--- src/rtl/cc_pkg.sv ---
package cc_pkg;
  localparam int CC_W  = 4;
  localparam int SEL_W = $clog2(CC_W);
  typedef logic [CC_W-1:0] cc_t;

  localparam cc_t N_ZERO = 4'b0001;
  localparam cc_t N_POS  = 4'b1101;
  localparam cc_t N_NEG  = 4'b0111;
  localparam cc_t N_OVF  = 4'b0000;
  localparam cc_t R_OVF  = 4'b0001;

  // state kept by the unit and by its save register
  typedef struct packed {
    logic rev;
    cc_t  code;
  } cc_state_t;
endpackage

--- src/rtl/cc_encode.sv ---
module cc_encode
  import cc_pkg::*;
(
  input  logic neg,
  input  logic zero,
  input  logic ovf,
  output cc_t  code
);
  always_comb begin
    if (ovf)       code = N_OVF;
    else if (zero) code = N_ZERO;
    else if (neg)  code = N_NEG;
    else           code = N_POS;
  end
endmodule

--- src/rtl/cc_flip.sv ---
module cc_flip
  import cc_pkg::*;
#(
  parameter bit TO_REV = 1'b1
) (
  input  cc_t din,
  output cc_t dout
);
  generate
    if (TO_REV) begin : g_fwd
      // every normal code inverts, except overflow which needs a distinct pattern
      assign dout = (din == N_OVF) ? R_OVF : ~din;
    end else begin : g_back
      assign dout = (din == R_OVF) ? N_OVF : ~din;
    end
  endgenerate
endmodule

--- src/rtl/cc_branch_mux.sv ---
module cc_branch_mux
  import cc_pkg::*;
(
  input  cc_t              code,
  input  logic [SEL_W-1:0] sel,
  input  logic             eval,
  output logic             taken
);
  logic [SEL_W-1:0] idx;
  assign idx   = SEL_W'(CC_W - 1) - sel;
  assign taken = eval & code[idx];
endmodule

--- src/rtl/cc_unit.sv ---
module cc_unit
  import cc_pkg::*;
(
  input  logic       clk,
  input  logic       rst_n,
  input  logic       upd_en,
  input  logic       res_neg,
  input  logic       res_zero,
  input  logic       res_ovf,
  input  logic       rev_cmd,
  input  logic       rev_cancel,
  input  logic       save,
  input  logic       restore,
  input  logic       br_eval,
  input  logic [1:0] br_sel,
  output logic       br_taken,
  output logic [3:0] cc_code
);
  cc_state_t st_q, st_d;
  cc_state_t sv_q;
  logic      sv_en;
  cc_t       enc_code, rev_code, norm_code;

  cc_encode u_enc (
    .neg  (res_neg),
    .zero (res_zero),
    .ovf  (res_ovf),
    .code (enc_code)
  );

  cc_flip #(.TO_REV(1'b1)) u_fwd (
    .din  (st_q.code),
    .dout (rev_code)
  );

  cc_flip #(.TO_REV(1'b0)) u_back (
    .din  (st_q.code),
    .dout (norm_code)
  );

  cc_branch_mux u_mux (
    .code  (st_q.code),
    .sel   (br_sel),
    .eval  (br_eval),
    .taken (br_taken)
  );

  // next state: restore, then leaving reversal, then entering it, then update
  always_comb begin
    st_d = st_q;
    if (restore) begin
      st_d = sv_q;
    end else if (st_q.rev) begin
      if (br_eval || rev_cancel) begin
        st_d.rev  = 1'b0;
        st_d.code = norm_code;
      end
    end else if (rev_cmd) begin
      st_d.rev  = 1'b1;
      st_d.code = rev_code;
    end else if (upd_en) begin
      st_d.code = enc_code;
    end
  end

  assign sv_en = save;

  always_ff @(posedge clk or negedge rst_n) begin
    if (!rst_n) begin
      st_q <= '0;
    end else begin
      st_q <= st_d;
    end
  end

  always_ff @(posedge clk or negedge rst_n) begin
    if (!rst_n) begin
      sv_q <= '0;
    end else if (sv_en) begin
      sv_q <= st_q;
    end
  end

  assign cc_code = st_q.code;
endmodule

--- config.mk ---
export PLATFORM = sky130hd
export DESIGN_NAME = cc_unit
export DESIGN_NICKNAME = d
export VERILOG_FILES = /design/src/rtl/cc_pkg.sv /design/src/rtl/cc_encode.sv /design/src/rtl/cc_flip.sv /design/src/rtl/cc_branch_mux.sv /design/src/rtl/cc_unit.sv
export SDC_FILE = /design/constraint.sdc
export NUM_CORES = 1
export LEC_CHECK = 0
export BUFFER_PORTS_ARGS = -buffer_cell sky130_fd_sc_hd__buf_2
export CELL_PAD_IN_SITES_DETAIL_PLACEMENT = 1
export CELL_PAD_IN_SITES_GLOBAL_PLACEMENT = 1
export CORE_UTILIZATION = 30
export CTS_BUF_LIST = sky130_fd_sc_hd__clkbuf_4
export DETAILED_ROUTE_END_ITERATION = 12
export GPL_TIMING_DRIVEN = 0
export PLACE_DENSITY = 0.7
export RECOVER_POWER = 25
export SLEW_MARGIN = 10
export SYNTH_ARGS = -nofsm -noshare
export SYNTH_HDL_FRONTEND = slang
export SYNTH_HIERARCHICAL = 1
export SYNTH_SLANG_ARGS = --single-unit
--- constraint.sdc ---
create_clock -name clk -period 1.3 [get_ports clk]
set_input_delay 0.195 -clock clk [delete_from_list [all_inputs] [get_ports clk]]
set_output_delay 0.195 -clock clk [all_outputs]
set_load 0.01 [all_outputs]
# After elaboration in Yosys (flattened, before gate mapping)
# Index checks and enable logic that the tools add are counted.
[word_totals]
out_inout_bits = 5
elab_cells = 27
inputBits = 13
register_bits = 10
[op_classes]
magnitude_cmp = 1
bitwise_logic = 2
n_reduce_logical = 4
n_eq_ne = 2
mux = 13
addsub = 1
[op_table]
columns = ["cell", "n"]
rows = [
  ["$mux W4", 7],
  ["$mux W5", 3],
  ["$eq A4 B1 Y1 const B", 1],
  ["$logic_not A4 Y1", 1],
  ["$not A4 Y4", 1],
  ["$reduce_bool A4 Y1", 1],
  ["$lt A2 B3 Y1 const B", 1],
  ["$ne A3 B2 Y1 const B", 1],
  ["$bmux W1 S2", 1],
  ["$mux W1", 2],
  ["$reduce_and A2 Y1", 1],
  ["$sub A2 B2 Y2 const A", 1],
  ["$and A1 B1 Y1", 1],
  ["$logic_or A1 B1 Y1", 1],
]

# Longest topological paths before layout
[logic_depth]
depth_word = 7
mapped_depth = 5
ltp_nobuf = 5

# Cells and area by module
# The synthesis kept the hierarchy.
[modules_own_cells]
columns = ["module", "area_each_um2", "cells_per_inst", "seq_area_each_um2", "instances"]
rows = [
  ["cc_unit", 591.8, 55, 250.2, 1],
  ["cc_flip", 35.0, 7, 0.0, 2],
  ["cc_encode", 30.0, 4, 0.0, 1],
  ["cc_branch_mux", 28.8, 2, 0.0, 1],
]

# Worst setup path before layout
# OpenSTA, ideal clock, no wires.
[synth_timing]
kind = "register -> output"
from = "reg st_q (netlist bit cc_code[0])"
to = "out br_taken"
arrival_time_ns = 1.113
required_ns = 1.105
path_slack_ns = -0.008
path_buffers = 0
path_stages_with_launch = 3
path_cell_list = "dfrtp_1 mux4_2 and2_1"
[synth_via]
elab_chain_len = 3
[synth_rtl]
columns = ["element", "line_no", "source"]
rows = [
  ["start: declaration", "cc_unit.sv:19", "cc_state_t st_q, st_d;"],
  ["start signal: assignment", "cc_unit.sv:72", "st_q <= st_d;"],
  ["$bmux W1 S2", "cc_branch_mux.sv:11", "assign taken = eval & code[idx];"],
  ["$mux W1 (implied by the code)", "cc_branch_mux.sv:11", ""],
  ["$and A1 B1 Y1", "cc_branch_mux.sv:11", ""],
  ["end: declaration", "cc_unit.sv:16", "output logic br_taken,"],
]
# Every way passes these cells. The select of a mux whose other input is x is not followed.

# Final worst setup path
# Ends and elaborated chain as after synthesis.

==> impl_metrics.sql <==
INSERT INTO impl_metrics (metric_group, metric, value, unit) VALUES
('worst_setup_path', 'worst_path_max_delay_cell', 'mux4_2', ''),
('timing', 'timing.fmax', '620', 'MHz'),
('place', 'portbufs', '15', ''),
('worst_setup_path', 'ff2ff_setup_slack', '-0.19', 'ns'),
('pwr', 'swShare', '36.6', '%'),
('worst_setup_path', 'worstSetupPathDepth', '3', ''),
('worst_setup_path', 'setup.worst_path.start_class', 'register', ''),
('die', 'design.portCount', '18', ''),
('clocking', 'path_clk_slew', '0.08', 'ns'),
('final_layout', 'share_of_cells_above_drive_strength_1', '51.0', '%'),
('timing', 'timing_max_transition_violations_final', '0', ''),
('pwr', 'power_density', '1770', 'mW/mm^2'),
('worst_setup_path', 'timing.reg2reg.worst_path_depth', '7', ''),
('clocking', 'clock_buffer_depth', '2', ''),
('outcome', 'violations_in_the_final_reports', 'setup timing', ''),
('drt', 'via_count', '705', ''),
('global_routing', 'antenna_found_initial', '0', ''),
('worst_setup_path', 'setup.worst_path.class', 'register to primary output', ''),
('timing', 'rsz_0062_raised_after_global_routing', 'yes', ''),
('drt', 'totalWireLength', '1.95', 'mm'),
('worst_setup_path', 'worstReg2RegStart', 'cc_code[0]', ''),
('synth', 'flops_latches_synth', '10', ''),
('timing', 'fin_ws', '-0.312', 'ns'),
('timing', 'final_hold_vio_count', '0', ''),
('final_layout', 'postLayoutCellArea', '0.00102', 'sq mm'),
('worst_setup_path', 'crit_arrival', '1.42', 'ns'),
('global_routing', 'grt_pass1_vias', '701', ''),
('worst_setup_path', 'crit_chain', 'mux4_2 > and2_4 > buf_6', ''),
('worst_setup_path', 'crit_path_max_delay_family', 'multiplexers', ''),
('synth', 'synth.net_count', '88', ''),
('pwr', 'power.combinational.fraction', '57.9', '%'),
('flow_run', 'max_cap_violations', '0', ''),
('timing', 'worst_slew_pin_slew', '0.560', 'ns'),
('global_routing', 'maximum_number_of_pins_on_one_net_before_global_route_repair', '12', ''),
('worst_setup_path', 'type_of_destination_of_the_critical_path', 'primary output', ''),
('worst_setup_path', 'crit_path_max_incr_delay', '0.46', 'ns'),
('worst_setup_path', 'required_time_worst_endpoint', '1.11', 'ns'),
('place', 'post-dp-hpwl', '1.22', 'mm'),
('timing', 'finalCriticalPeriod', '1.61', 'ns'),
('die', 'start_util', '32.3', '%'),
('clocking', 'worst_skew_pair.late_latency', '0.27', 'ns'),
('timing', 'slew_headroom', '62.7', '%'),
('drt', 'detail-route-antenna-nets', '0', ''),
('pwr', 'power.clock.fraction', '13.9', '%'),
('drt', 'dr.first_iter.drc_count', '9', ''),
('timing', 'final-setup-viol-count', '7', ''),
('drt', 'detail_route.wl_per_cell', '14.8', 'um'),
('global_routing', 'grt_first_pass_wirelength', '3.19', 'mm'),
('synth', 'yosysUniqueCellTypes', '29', ''),
('place', 'worst_case_setup_slack_after_placement', '-0.151', 'ns'),
('min_path', 'hp-class', 'input pin to register', ''),
('drt', 'avgViaCountPerCell', '5.34', ''),
('pwr', 'leakage_power', '0.452', 'nW'),
('pwr', 'seq_pwr_share', '28.2', '%'),
('clocking', 'tritoncts_clock_tree', 'done', ''),
('final_layout', 'insertedDiodeCount', '0', ''),
('timing', 'skew', '0.0147', 'ns'),
('worst_setup_path', 'timing.critical_path.fanout_max', '2', ''),
('die', 'die_height', '51.0', 'um'),
('global_routing', 'grt_use_total', '17.0', '%'),
('synth', 'netlist_area', '721', 'sq um'),
('min_path', 'whs_endpoint', 'sv_q[3]', ''),
('timing', 'post-route-period-util', '124', '%'),
('final_layout', 'design.final.nets', '118', ''),
('die', 'design.core.area', '0.00223', 'sq mm'),
('drt', 'route.detailed.drc', '0', ''),
('outcome', 'run_status', 'complete, but fails checks', ''),
('final_layout', 'fillerInstances', '273', ''),
('drt', 'drtPass1Iterations', '4', ''),
('synth', 'synth_cells', '75', ''),
('pwr', 'power.net_switching', '0.663', 'mW');
cell type report:
class                      instances  area [sq um]  share of cell area, %
clock buffer                       4          30.0                   2.93
sequential                        10           255                   24.9
timing repair buffer              26           199                   19.4
tap                               28          35.0                   3.42
buffer                             8          56.3                   5.50
multi-input combinational         53           437                   42.7
inverter                           3          11.3                   1.10
through the flow:
stage | instances | utilization (%) | hold slack, ns
floorplan | 75 | - | -0.101
global placement | 118 | 37.3 | 0.0618
detailed placement | 118 | 37.3 | 0.0667
CTS | 129 | 42.1 | 0.262
global route | 132 | 45.8 | 0.271
finish | 132 | 45.8 | 0.262
logic make-up (layout without fill, tap and decap cells):
group	Yosys count	in the layout	synth area share, %
AO/OA/AOI/OAI	20	20	20.0
buffers and inverters	12	41	9.55
flip-flops	10	10	34.7
multiplexers	10	10	16.5
AND/OR/NAND/NOR	23	23	19.3
cell usage in the layout (no fill, tap or decap), types with 2 or more instances in the layout:
cell type  count
nor2_1         6
a31oi_1        4
dfrtp_2        4
nor3_4         2
dfrtp_1        6
a21o_1         2
o211ai_1       3
nor3b_2        2
a21oi_1        2
mux2i_1        4
buf_2         12
inv_1          3
clkbuf_4       4
buf_4          8
nand2_1        4
nor3_2         2
mux2_2         5
clkbuf_1       4
o31ai_1        3
o22a_1         3
buf_6          8
routing by layer:
layer	GRT usage (%)	wire length [um]	vias up
li1	-	-	333
met1	20.5	855	356
met2	28.9	1020	16
met3	5.36	74	0
met4	4.17	0	0
met5	0	0	-
power by group through the flow:
stage / Clock (mW) / Combinational [mW] / Sequential (mW)
final: 0.252 / 1.05 / 0.511
after global routing: 0.285 / 1.14 / 0.522
after CTS: 0.255 / 0.842 / 0.499
after detailed placement: 0 / 0.579 / 0.611
after global placement: 0 / 0.567 / 0.602
after floorplan: 0 / 0.444 / 0.549
what timing repair did:
action / CTS / global route
endpoints found under the hold margin: 10 / 0
hold buffers: 1 / 0
setup buffers: 7 / 3
gates cloned: 0 / 0
gates resized for setup: 8 / 13
pin swaps: 5 / 7
endpoints found under the setup margin: 5 / 9
how the worst max path moves through the flow:
stage,from,end,slack [ns]
after floorplan,st_q[4],cc_code[0],0.009
after global placement,cc_code[2],br_taken,-0.14
after detailed placement,cc_code[2],br_taken,-0.15
after CTS,cc_code[0],br_taken,-0.31
after global routing,cc_code[0],br_taken,-0.35
final,cc_code[0],br_taken,-0.31
state kept, by name, summed over array words and instances (netlist names):
name / flops
sv_q: 5
st_q: 1
cc_code: 4
cell usage after synthesis:
master | count | area share, %
o211ai_1 | 3 | 3.1
or2b_1 | 1 | 1.0
nor2_1 | 7 | 3.6
nor3_1 | 2 | 1.4
o31ai_1 | 3 | 3.1
nor3_2 | 2 | 2.8
clkbuf_1 | 3 | 1.6
or3b_1 | 1 | 1.2
mux2i_1 | 4 | 5.6
nor3b_2 | 1 | 1.7
a31oi_1 | 4 | 3.5
or3_4 | 1 | 1.6
o21ai_0 | 1 | 0.69
buf_4 | 4 | 4.2
and2_1 | 1 | 0.87
mux4_2 | 1 | 3.1
a211oi_1 | 1 | 1.0
a21oi_1 | 2 | 1.4
nand2b_1 | 1 | 0.87
o22a_1 | 3 | 3.6
a21o_1 | 2 | 2.1
mux2_2 | 5 | 7.8
buf_2 | 1 | 0.69
nand2_1 | 4 | 2.1
nor3b_1 | 2 | 2.1
o32a_1 | 1 | 1.4
inv_1 | 3 | 1.6
dfrtp_1 | 10 | 35
buf_6 | 1 | 1.6
Power figures use the tool's default switching activity.
